### config.mk
export PLATFORM = sky130hd
export DESIGN_NAME = sdram_init_seq
export DESIGN_NICKNAME = d
export VERILOG_FILES = /design/src/rtl/sdram_init_pkg.sv /design/src/rtl/init_wait_ctr.sv /design/src/rtl/init_bus_drive.sv /design/src/rtl/sdram_init_seq.sv
export SDC_FILE = /design/constraint.sdc
export NUM_CORES = 1
export LEC_CHECK = 0
export ABC_AREA = 1
export BUFFER_PORTS_ARGS = -buffer_cell sky130_fd_sc_hd__buf_2
export CELL_PAD_IN_SITES_DETAIL_PLACEMENT = 1
export CELL_PAD_IN_SITES_GLOBAL_PLACEMENT = 1
export CORE_MARGIN = 5
export CORE_UTILIZATION = 30
export CTS_BUF_LIST = sky130_fd_sc_hd__clkbuf_8
export DETAILED_ROUTE_END_ITERATION = 6
export GPL_TIMING_DRIVEN = 0
export PLACE_DENSITY = 0.66
export SYNTH_ARGS = -nofsm -noshare
export SYNTH_HDL_FRONTEND = slang
export SYNTH_SLANG_ARGS = --single-unit
### constraint.sdc
create_clock -name clk -period 2.8 [get_ports clk]
set_clock_uncertainty 0.15 [all_clocks]
set_input_delay 0.42 -clock clk [delete_from_list [all_inputs] [get_ports clk]]
set_output_delay 0.42 -clock clk [all_outputs]
set_load 0.005 [all_outputs]
### src/rtl/sdram_init_pkg.sv
package sdram_init_pkg;

  typedef enum logic [2:0] {
    K_NOP  = 3'd0,
    K_PRE  = 3'd1,
    K_REF  = 3'd2,
    K_MRS  = 3'd3,
    K_EMRS = 3'd4
  } cmd_kind_e;

  typedef struct packed {
    logic cs_n;
    logic ras_n;
    logic cas_n;
    logic we_n;
  } cmd_pins_t;

  function automatic cmd_pins_t pins_of(cmd_kind_e k);
    case (k)
      K_PRE:          return '{cs_n: 1'b0, ras_n: 1'b0, cas_n: 1'b1, we_n: 1'b0};
      K_REF:          return '{cs_n: 1'b0, ras_n: 1'b0, cas_n: 1'b0, we_n: 1'b1};
      K_MRS, K_EMRS:  return '{cs_n: 1'b0, ras_n: 1'b0, cas_n: 1'b0, we_n: 1'b0};
      default:        return '{cs_n: 1'b0, ras_n: 1'b1, cas_n: 1'b1, we_n: 1'b1};
    endcase
  endfunction

  // Command issued at sequence position idx.
  function automatic cmd_kind_e kind_at(int unsigned idx, int unsigned nref, bit ref_first);
    if (idx == 0) return K_PRE;
    if (ref_first) begin
      if (idx <= nref)     return K_REF;
      if (idx == nref + 1) return K_MRS;
      return K_EMRS;
    end
    if (idx == 1) return K_MRS;
    if (idx == 2) return K_EMRS;
    return K_REF;
  endfunction

  // Edges from a command to the next one.
  function automatic int unsigned gap_of(cmd_kind_e k, int unsigned trp,
                                         int unsigned trc, int unsigned tmrd);
    case (k)
      K_PRE:   return trp;
      K_REF:   return trc;
      default: return tmrd;
    endcase
  endfunction

  function automatic int unsigned max4(int unsigned a, int unsigned b,
                                       int unsigned c, int unsigned d);
    int unsigned m;
    m = a;
    if (b > m) m = b;
    if (c > m) m = c;
    if (d > m) m = d;
    return m;
  endfunction

endpackage

### src/rtl/init_wait_ctr.sv
module init_wait_ctr #(
  parameter int unsigned CW      = 8,
  parameter int unsigned RST_VAL = 0
) (
  input  logic          clk,
  input  logic          rst_n,
  input  logic          load,
  input  logic [CW-1:0] load_val,
  output logic          zero
);
  logic [CW-1:0] cnt_q;

  always_ff @(posedge clk or negedge rst_n) begin
    if (!rst_n)             cnt_q <= CW'(RST_VAL);
    else if (load)          cnt_q <= load_val;
    else if (cnt_q != '0)   cnt_q <= cnt_q - 1'b1;
  end

  assign zero = (cnt_q == '0);
endmodule

### src/rtl/init_bus_drive.sv
module init_bus_drive
  import sdram_init_pkg::*;
#(
  parameter int unsigned ADDR_W   = 11,
  parameter int unsigned AP_BIT   = 10,
  parameter logic [ADDR_W-1:0] MODE_VAL = '0,
  parameter logic [ADDR_W-1:0] EXT_VAL  = '0
) (
  input  logic              clk,
  input  logic              rst_n,
  input  logic              issue,
  input  cmd_kind_e         kind,
  output cmd_pins_t         pins,
  output logic              ba,
  output logic [ADDR_W-1:0] addr
);
  localparam logic [ADDR_W-1:0] EXT_MASK = ADDR_W'({8{1'b1}});
  localparam logic [ADDR_W-1:0] AP_ONLY  = ADDR_W'(1) << AP_BIT;

  always_ff @(posedge clk or negedge rst_n) begin
    if (!rst_n) begin
      pins <= pins_of(K_NOP);
      ba   <= 1'b0;
      addr <= '0;
    end else if (issue) begin
      pins <= pins_of(kind);
      ba   <= (kind == K_EMRS);
      case (kind)
        K_PRE:   addr <= AP_ONLY;
        K_MRS:   addr <= MODE_VAL;
        K_EMRS:  addr <= EXT_VAL & EXT_MASK;
        default: addr <= '0;
      endcase
    end else begin
      pins <= pins_of(K_NOP);
      ba   <= 1'b0;
      addr <= '0;
    end
  end
endmodule

### src/rtl/sdram_init_seq.sv
module sdram_init_seq
  import sdram_init_pkg::*;
#(
  parameter int unsigned STARTUP_CYC = 40000,
  parameter int unsigned T_RP        = 4,
  parameter int unsigned T_RC        = 14,
  parameter int unsigned T_MRD       = 2,
  parameter int unsigned N_REF       = 2,
  parameter bit          REF_FIRST   = 1'b1,
  parameter int unsigned ADDR_W      = 11,
  parameter int unsigned AP_BIT      = 10,
  parameter int unsigned DQM_W       = 2,
  parameter logic [ADDR_W-1:0] MODE_VAL = 11'h032,
  parameter logic [ADDR_W-1:0] EXT_VAL  = 11'h000
) (
  input  logic              clk,
  input  logic              rst_n,
  output logic              sd_cs_n,
  output logic              sd_ras_n,
  output logic              sd_cas_n,
  output logic              sd_we_n,
  output logic              sd_cke,
  output logic              sd_ba,
  output logic [ADDR_W-1:0] sd_addr,
  output logic [DQM_W-1:0]  sd_dqm,
  output logic              init_done
);
  localparam int unsigned NSTEP  = 3 + N_REF;
  localparam int unsigned MAXCYC = max4(STARTUP_CYC, T_RP, T_RC, T_MRD);
  localparam int unsigned CW     = $clog2(MAXCYC + 1);
  localparam int unsigned SW     = $clog2(NSTEP + 1);

  logic [SW-1:0] step_q;
  logic          done_q;
  logic          wait_zero;
  logic          all_issued;
  logic          step_fire;
  logic          seq_finish;
  cmd_kind_e     kind_now;
  logic [CW-1:0] gap_ld;
  cmd_pins_t     bus_pins;

  assign all_issued = (int'(step_q) == NSTEP);
  assign step_fire  = wait_zero & ~done_q & ~all_issued;
  assign seq_finish = wait_zero & ~done_q & all_issued;

  always_comb begin
    kind_now = all_issued ? K_NOP : kind_at(int'(step_q), N_REF, REF_FIRST);
    gap_ld   = CW'(gap_of(kind_now, T_RP, T_RC, T_MRD) - 1);
  end

  always_ff @(posedge clk or negedge rst_n) begin
    if (!rst_n) begin
      step_q <= '0;
      done_q <= 1'b0;
    end else begin
      if (step_fire)  step_q <= step_q + 1'b1;
      if (seq_finish) done_q <= 1'b1;
    end
  end

  init_wait_ctr #(.CW(CW), .RST_VAL(STARTUP_CYC - 1)) u_wait (
    .clk      (clk),
    .rst_n    (rst_n),
    .load     (step_fire),
    .load_val (gap_ld),
    .zero     (wait_zero)
  );

  init_bus_drive #(
    .ADDR_W   (ADDR_W),
    .AP_BIT   (AP_BIT),
    .MODE_VAL (MODE_VAL),
    .EXT_VAL  (EXT_VAL)
  ) u_bus (
    .clk   (clk),
    .rst_n (rst_n),
    .issue (step_fire),
    .kind  (kind_now),
    .pins  (bus_pins),
    .ba    (sd_ba),
    .addr  (sd_addr)
  );

  assign sd_cs_n   = bus_pins.cs_n;
  assign sd_ras_n  = bus_pins.ras_n;
  assign sd_cas_n  = bus_pins.cas_n;
  assign sd_we_n   = bus_pins.we_n;
  assign sd_cke    = 1'b1;
  assign sd_dqm    = '1;
  assign init_done = done_q;
endmodule

==> out/qor.yml, run 1 <==
ir_drop_mv: 0.164
setup_viol: 0
io_buffers: 10
slew_viol_final: 0
io_pins: 22
r2r-start: "step_q[1]"
drtIter0Drc: 29
die_area_um2: 6730
cp_slowest_stage_delay_ns: 0.42
fin_ws_ns: 0.485
min_period_over_period_pct: 82.7
via_per_inst: 4.26
cts_max_path_buffers: 2
ant_nets: 0
reg2reg_to: "u_wait.cnt_q[13]"
drive_gt1_share_pct: 27.4
yosysSeqAreaShare_pct: 42.8
cts-root-buf: "clkbuf_8"
start_util_pct: 30.7
crit_path_top_delay_cell: "dfrtp_1"
htree_levels: 1
final_hold_viol_count: 13
synthesis.area_um2: 1560
ff2ff_path_depth: 11
firstDrtPassIters: 2
stdcell_area_um2: 1800
crit_fanout: 4
cts_tree: "yes"
fin_setup_tns_ns: 0
place_ws_ns: 0.447
crit_required_ns: 2.82
drt_wl_total_um: 3240
netlist_instances: 189
critPathBufInv: 2
p_leak_nw: 0.990
grt_use_total_pct: 11.4
rsz0062_at_grt: "no"
synth_top_area_share_pct: 21.9
worst_pin_slew_ns: 0.591
fin_nets: 221
reg2reg_slack_ns: 0.49
overflow: 0
status: "finished with violations"
holdBufCountCts: 0
layout_common_cells: "nand2_1, inv_1, nor2_1"
dieHeight_um: 82.0
cp.arrival_ns: 2.33
wl_per_cell_um: 11.5
diodes: 0
cts_resized: 0
layout_min_cycle_time_ns: 2.31
grt_pass1_vias: 1285
p_total_mw: 0.718
core_area_um2: 5070
grt_pass1_wl_um: 5910
cap_violations: 0
clk_latency_ns: 0.28
row_count: 26
fillers: 645
drc: 0
ys_warn_count: 0
grt_max_degree: 27
crit_chain: "inv_1, ha_1, inv_1, nor2_1, a21oi_1, nand4_1, nand3_1, nor2_1, nand2_1, o21ai_0, nand2_1"
gp_congestion: 0.835
fmax_mhz: 432
violations: "negative hold slack"
max_slew_margin_pct: 60.6
hold_slack_ns: -0.0171
yosys.area.top_type: "dfstp_2"
hpwl_um: 2590
cts_setup_buffers: 0
die_w_um: 82.0
worstSetupPathType: "register to register"
end_kind: "register"
synth_cell_types: 30
cp_top_family: "simple AND/OR/NAND/NOR gates"
layout_commonest_cell: "nand2_1"
synthTopCellsByArea: "dfstp_2, dfrtp_1, nand2_1"
synth_seq_cells: 26
vias: 1202
hold_class: "primary input to async pin"
place_area_um2: 1730
syn_area_per_cell_um2: 8.24
p_per_area_nw_per_um2: 399
clock_sinks: 26
cts.clk_slew.worst_paths_ns: 0.10
startpoint_type: "register"
cts_buffers: 3
syn2layout_area_growth_pct: 15.6
antenna_found_initial: 0
Yosys cell counts:
cell,n
ha_1,6
nand2_2,2
nor2_1,26
nor4_1,1
o21ai_0,7
nand3b_1,2
inv_2,1
a21oi_1,2
o21ai_2,1
nand2_4,1
nor2_4,2
o21ai_1,2
conb_1,2
nor3_4,1
o21bai_1,1
dfstp_2,13
dfrtp_1,13
buf_4,13
xor2_1,3
nor2_2,4
nand4_1,8
or2_1,1
nand3_1,8
inv_1,28
nand3_2,1
or2_2,3
nand3_4,1
nand4_4,1
nand2_1,34
nor3_1,1
final cells by class:
type                            instances  area [µm²]  share of cell area [%]
Inverter                               29         109                    6.05
Buffer                                 13        97.6                    5.42
Clock buffer                            3        41.3                    2.29
Sequential cell                        26         667                    37.1
Tap cell                               70        87.6                    4.87
Timing Repair Buffer                   10        50.0                    2.78
Clock inverter                          1        30.0                    1.67
Multi-Input combinational cell        130         717                    39.8
report_power, final:
| group | leakage (nW) | total, mW | switching (mW) | internal [mW] |
|---|---|---|---|---|
| sequential | 0.301 | 0.376 | 0 | 0.376 |
| clock | 0.0357 | 0.319 | 0.128 | 0.192 |
| combinational | 0.654 | 0.0228 | 0.0127 | 0.0101 |
| total | 0.990 | 0.718 | 0.140 | 0.578 |
logic make-up (layout without fill, tap and decap cells):
group | count (synthesis) | after routing | share of synthesized area, %
xor gates and xnor gates | 3 | 3 | 1.69
and+or+nand+nor | 97 | 97 | 32.3
buffers and inverters | 42 | 56 | 13.3
other | 2 | 11 | 0.482
adders and majority gates | 6 | 6 | 4.82
DFF | 26 | 26 | 42.8
AOI/OAI and AO/OA | 13 | 13 | 4.58
metrics by stage:
step / utilization (%) / instances
after floorplan: - / 198
after global placement: 34.0 / 278
after detailed placement: 34.0 / 278
after CTS: 35.5 / 282
after global routing: 35.5 / 282
final: 35.5 / 282
metal layers:
| layer | up-vias | share of wire (%) | track usage (%) |
|---|---|---|---|
| met5 | - | 0 | 0 |
| met4 | 0 | 2.4 | 5.81 |
| met3 | 7 | 3.0 | 1.10 |
| met2 | 18 | 46 | 18.9 |
| met1 | 561 | 48 | 14.6 |
| li1 | 616 | - | - |
state kept, by name (all words and copies together), names as in the netlist:
signal        count
init_done         1
step_q            3
u_bus.addr        2
u_bus.ba          1
u_bus.pins        3
u_wait.cnt_q     16
worst max-delay path by stage:
| stage | startpoint | cells after the start | slack, ns | endpoint |
|---|---|---|---|---|
| floorplan | step_q[0] | 11 | 0.84 | u_wait.cnt_q[2] |
| global placement | step_q[1] | 11 | 0.51 | u_wait.cnt_q[13] |
| detailed placement | step_q[1] | 11 | 0.45 | u_wait.cnt_q[13] |
| CTS | step_q[1] | 11 | 0.43 | u_wait.cnt_q[13] |
| global route | step_q[1] | 11 | 0.18 | u_wait.cnt_q[13] |
| finish | step_q[1] | 11 | 0.49 | u_wait.cnt_q[13] |
No activity file was read; power rests on OpenSTA's default activity.
==> run 2: changes to the inputs <==
Settings changed: ABC_AREA 1 to 0, PLACE_DENSITY 0.66 to 0.64.
Clock period 2.8 ns to 2.24 ns, I/O delays scaled along.
==> run 2 against run 1 <==
  * Core utilization grew 11 points
  * Global-route usage grew 1.8 points
  * Final area grew 21%
  * Hold slack gained 0.35 ns
  * Combinational power grew 32%
  * The flow finishes with violations (negative setup slack)
==> out/qor.yml, run 2 <==
startpoint_type: "register"
dpl.cell_count: 206
setup_viol: 21
dieHeight_um: 79.0
worst_pin_slew_ns: 0.599
ir_drop_mv: 0.201
cts.clk_slew.worst_paths_ns: 0.10
use_met1_pct: 14.3
synth_seq_cells: 26
start_util_pct: 30.6
layout_common_cells: "buf_4, dfstp_2, dfrtp_1"
clock_sinks: 26
grtUsageMet2_pct: 26.1
diodes: 0
fin_ws_ns: -0.238
crit_top_cell: "buf_6"
status: "finished with violations"
layout_min_cycle_time_ns: 2.48
holdPathEnd: "u_wait.cnt_q[15]"
yosys.area.top_type: "dfstp_2"
drive_gt1_share_pct: 61.8
gp_congestion: 0.824
yosysSeqAreaShare_pct: 46.8
async_flop_share_pct: 100
core_area_um2: 4660
synth_top_area_share_pct: 23.9
wl_per_cell_um: 16.7
top_usage_layer: "met2"
cts-root-buf: "clkbuf_8"
fillers: 497
instances_no_fill: 240
io_buffers: 10
grt_max_degree: 27
via_per_inst: 4.95
firstDrtPassIters: 4
synth_cell_types: 46
final_hold_viol_count: 0
grt_util_met3_pct: 1.81
die_area_um2: 6230
drt_wl_total_um: 4010
cts_buffers: 3
io_pins: 22
hold_class: "register to register"
crit_path_top_delay_cell: "or4_4"
synthFlopType: "dfstp_2"
r2r-start: "u_wait.cnt_q[11]"
top_register: "u_wait.cnt_q"
slew_viol_final: 0
fmax_mhz: 404
min_period_over_period_pct: 111
reg2reg_slack_ns: -0.24
row_count: 25
antenna_found_initial: 0
netlist_instances: 133
cp_slowest_stage_delay_ns: 0.56
p_total_mw: 0.893
grt_pass1_wl_um: 6490
grt_pass1_vias: 1335
cp.arrival_ns: 2.48
grt_use_total_pct: 13.2
syn_area_per_cell_um2: 10.7
drc: 0
worstSetupPathType: "register to register"
ff2ff_path_depth: 8
die_w_um: 79.0
vias: 1188
ys_warn_count: 0
synthesis.area_um2: 1430
p_per_area_nw_per_um2: 408
htree_levels: 1
ant_nets: 0
layout_commonest_cell: "buf_4"
cts_tree: "yes"
synthTopCellsByArea: "dfstp_2, dfrtp_1, buf_4"
drtIter0Drc: 68
final_core_util_pct: 46.9
netlist_top_cells_count: "buf_4, dfrtp_1, dfstp_2"
cts_max_path_buffers: 2
largest_reg_flops: 16
crit_chain: "or4_4, nor4b_4, buf_4, buf_6, a311o_2, buf_6, nor4_4, xor2_1"
crit_required_ns: 2.24
worstHoldStart: "u_wait.cnt_q[15]"
max_slew_margin_pct: 60.0
clk_latency_ns: 0.28
p_leak_nw: 1.06
rsz0062_at_grt: "yes"
top_regs: "u_wait.cnt_q (16), step_q (3), u_bus.pins (3)"
synth_edf_count: 0
end_kind: "register"
overflow: 0
cap_violations: 0
syn2layout_area_growth_pct: 53.2
hpwl_um: 2270
whs_path_depth: 1
crit_fanout: 3
reg2reg_to: "u_wait.cnt_q[14]"
fin_nets: 195
violations: "negative setup slack"
run 2: changes by cell type after synthesis, moves of 3 or more:
cell	change
xnor2_1	+6
inv_1	-22
nand2_1	-30
o21ai_0	-6
or2_2	-3
nor2_2	-3
nand4_1	-6
nor2_1	-16
nor4_1	+3
nor3_1	+6
and3_1	+3
nand3_1	-5
run 2: per-layer routing:
metal  vias up  part of all wire (%)  wire, µm
met1       613                    40      1580
met3         6                   2.0        82
met2        15                    57      2280
li1        554                     -         -
met4         0                   1.5        62
met5         -                     0         0
run 2: cell families (layout without fill, tap and decap cells):
family | Yosys count | in the layout | share of synthesized area (%)
xor gates and xnor gates | 12 | 12 | 7.89
buffers and inverters | 20 | 64 | 8.68
muxes | 1 | 1 | 0.789
and+or+nand+nor | 49 | 49 | 20.6
adders and majority gates | 6 | 6 | 5.26
DFF | 26 | 26 | 46.8
other | 2 | 11 | 0.527
AOI/OAI and AO/OA | 17 | 17 | 9.47
run 2: worst max path at each step:
| stage | from | endpoint | slack [ns] | depth (start not counted) |
|---|---|---|---|---|
| 6_report | u_wait.cnt_q[11] | u_wait.cnt_q[14] | -0.24 | 8 |
| 5_1_grt | step_q[1] | u_wait.cnt_q[8] | -0.30 | 10 |
| 4_1_cts | step_q[0] | u_wait.cnt_q[8] | -0.19 | 10 |
| 3_5_place_dp | step_q[1] | u_wait.cnt_q[12] | -0.49 | 10 |
| 3_3_place_gp | step_q[1] | u_wait.cnt_q[8] | -0.38 | 10 |
| 2_1_floorplan | u_wait.cnt_q[6] | u_wait.cnt_q[13] | -0.14 | 5 |
run 2: cell type report:
| type | count | area, µm² | area share, % |
|---|---|---|---|
| plain buffers | 13 | 97.6 | 4.46 |
| flip-flops and latches | 26 | 668 | 30.6 |
| clock inverters | 1 | 30.0 | 1.37 |
| multi-input cells | 96 | 948 | 43.4 |
| clock buffers | 3 | 41.3 | 1.89 |
| well taps | 54 | 67.6 | 3.09 |
| inverters | 7 | 28.8 | 1.32 |
| repair buffers | 40 | 304 | 13.9 |
run 2: what timing repair did:
action	4_1_cts	5_1_grt
setup buffers	23	8
hold buffers	1	0
endpoints found under the setup margin	14	22
gates resized for setup	40	16
endpoints found under the hold margin	13	0
pin swaps	22	12
cloned	0	0
run 2: critical path: cells and delay by family (launching register included):
kind	cells	cell delay, ns
and+or+nand+nor	3	0.97
DFF	1	0.38
AOI/OAI and AO/OA	1	0.26
xor gates and xnor gates	1	0.14
buffers and inverters	3	0.45
run 2: through the flow:
stage               hold WS [ns]  TNS (ns)  setup WS, ns  instance area (µm²)
global placement           0.207     -2.80        -0.378                 1610
CTS                        0.326     -1.34        -0.188                 2060
detailed placement         0.225     -3.39        -0.494                 1610
global route               0.346     -3.81        -0.303                 2190
finish                     0.328     -2.44        -0.238                 2190
floorplan                 -0.110    -0.862        -0.143                 1490
run 2: power breakdown:
group | total, mW | switching (mW) | internal, mW
Sequential | 0.470 | 0 | 0.470
Clock | 0.392 | 0.153 | 0.239
Combinational | 0.0302 | 0.0165 | 0.0138
Total | 0.893 | 0.169 | 0.723
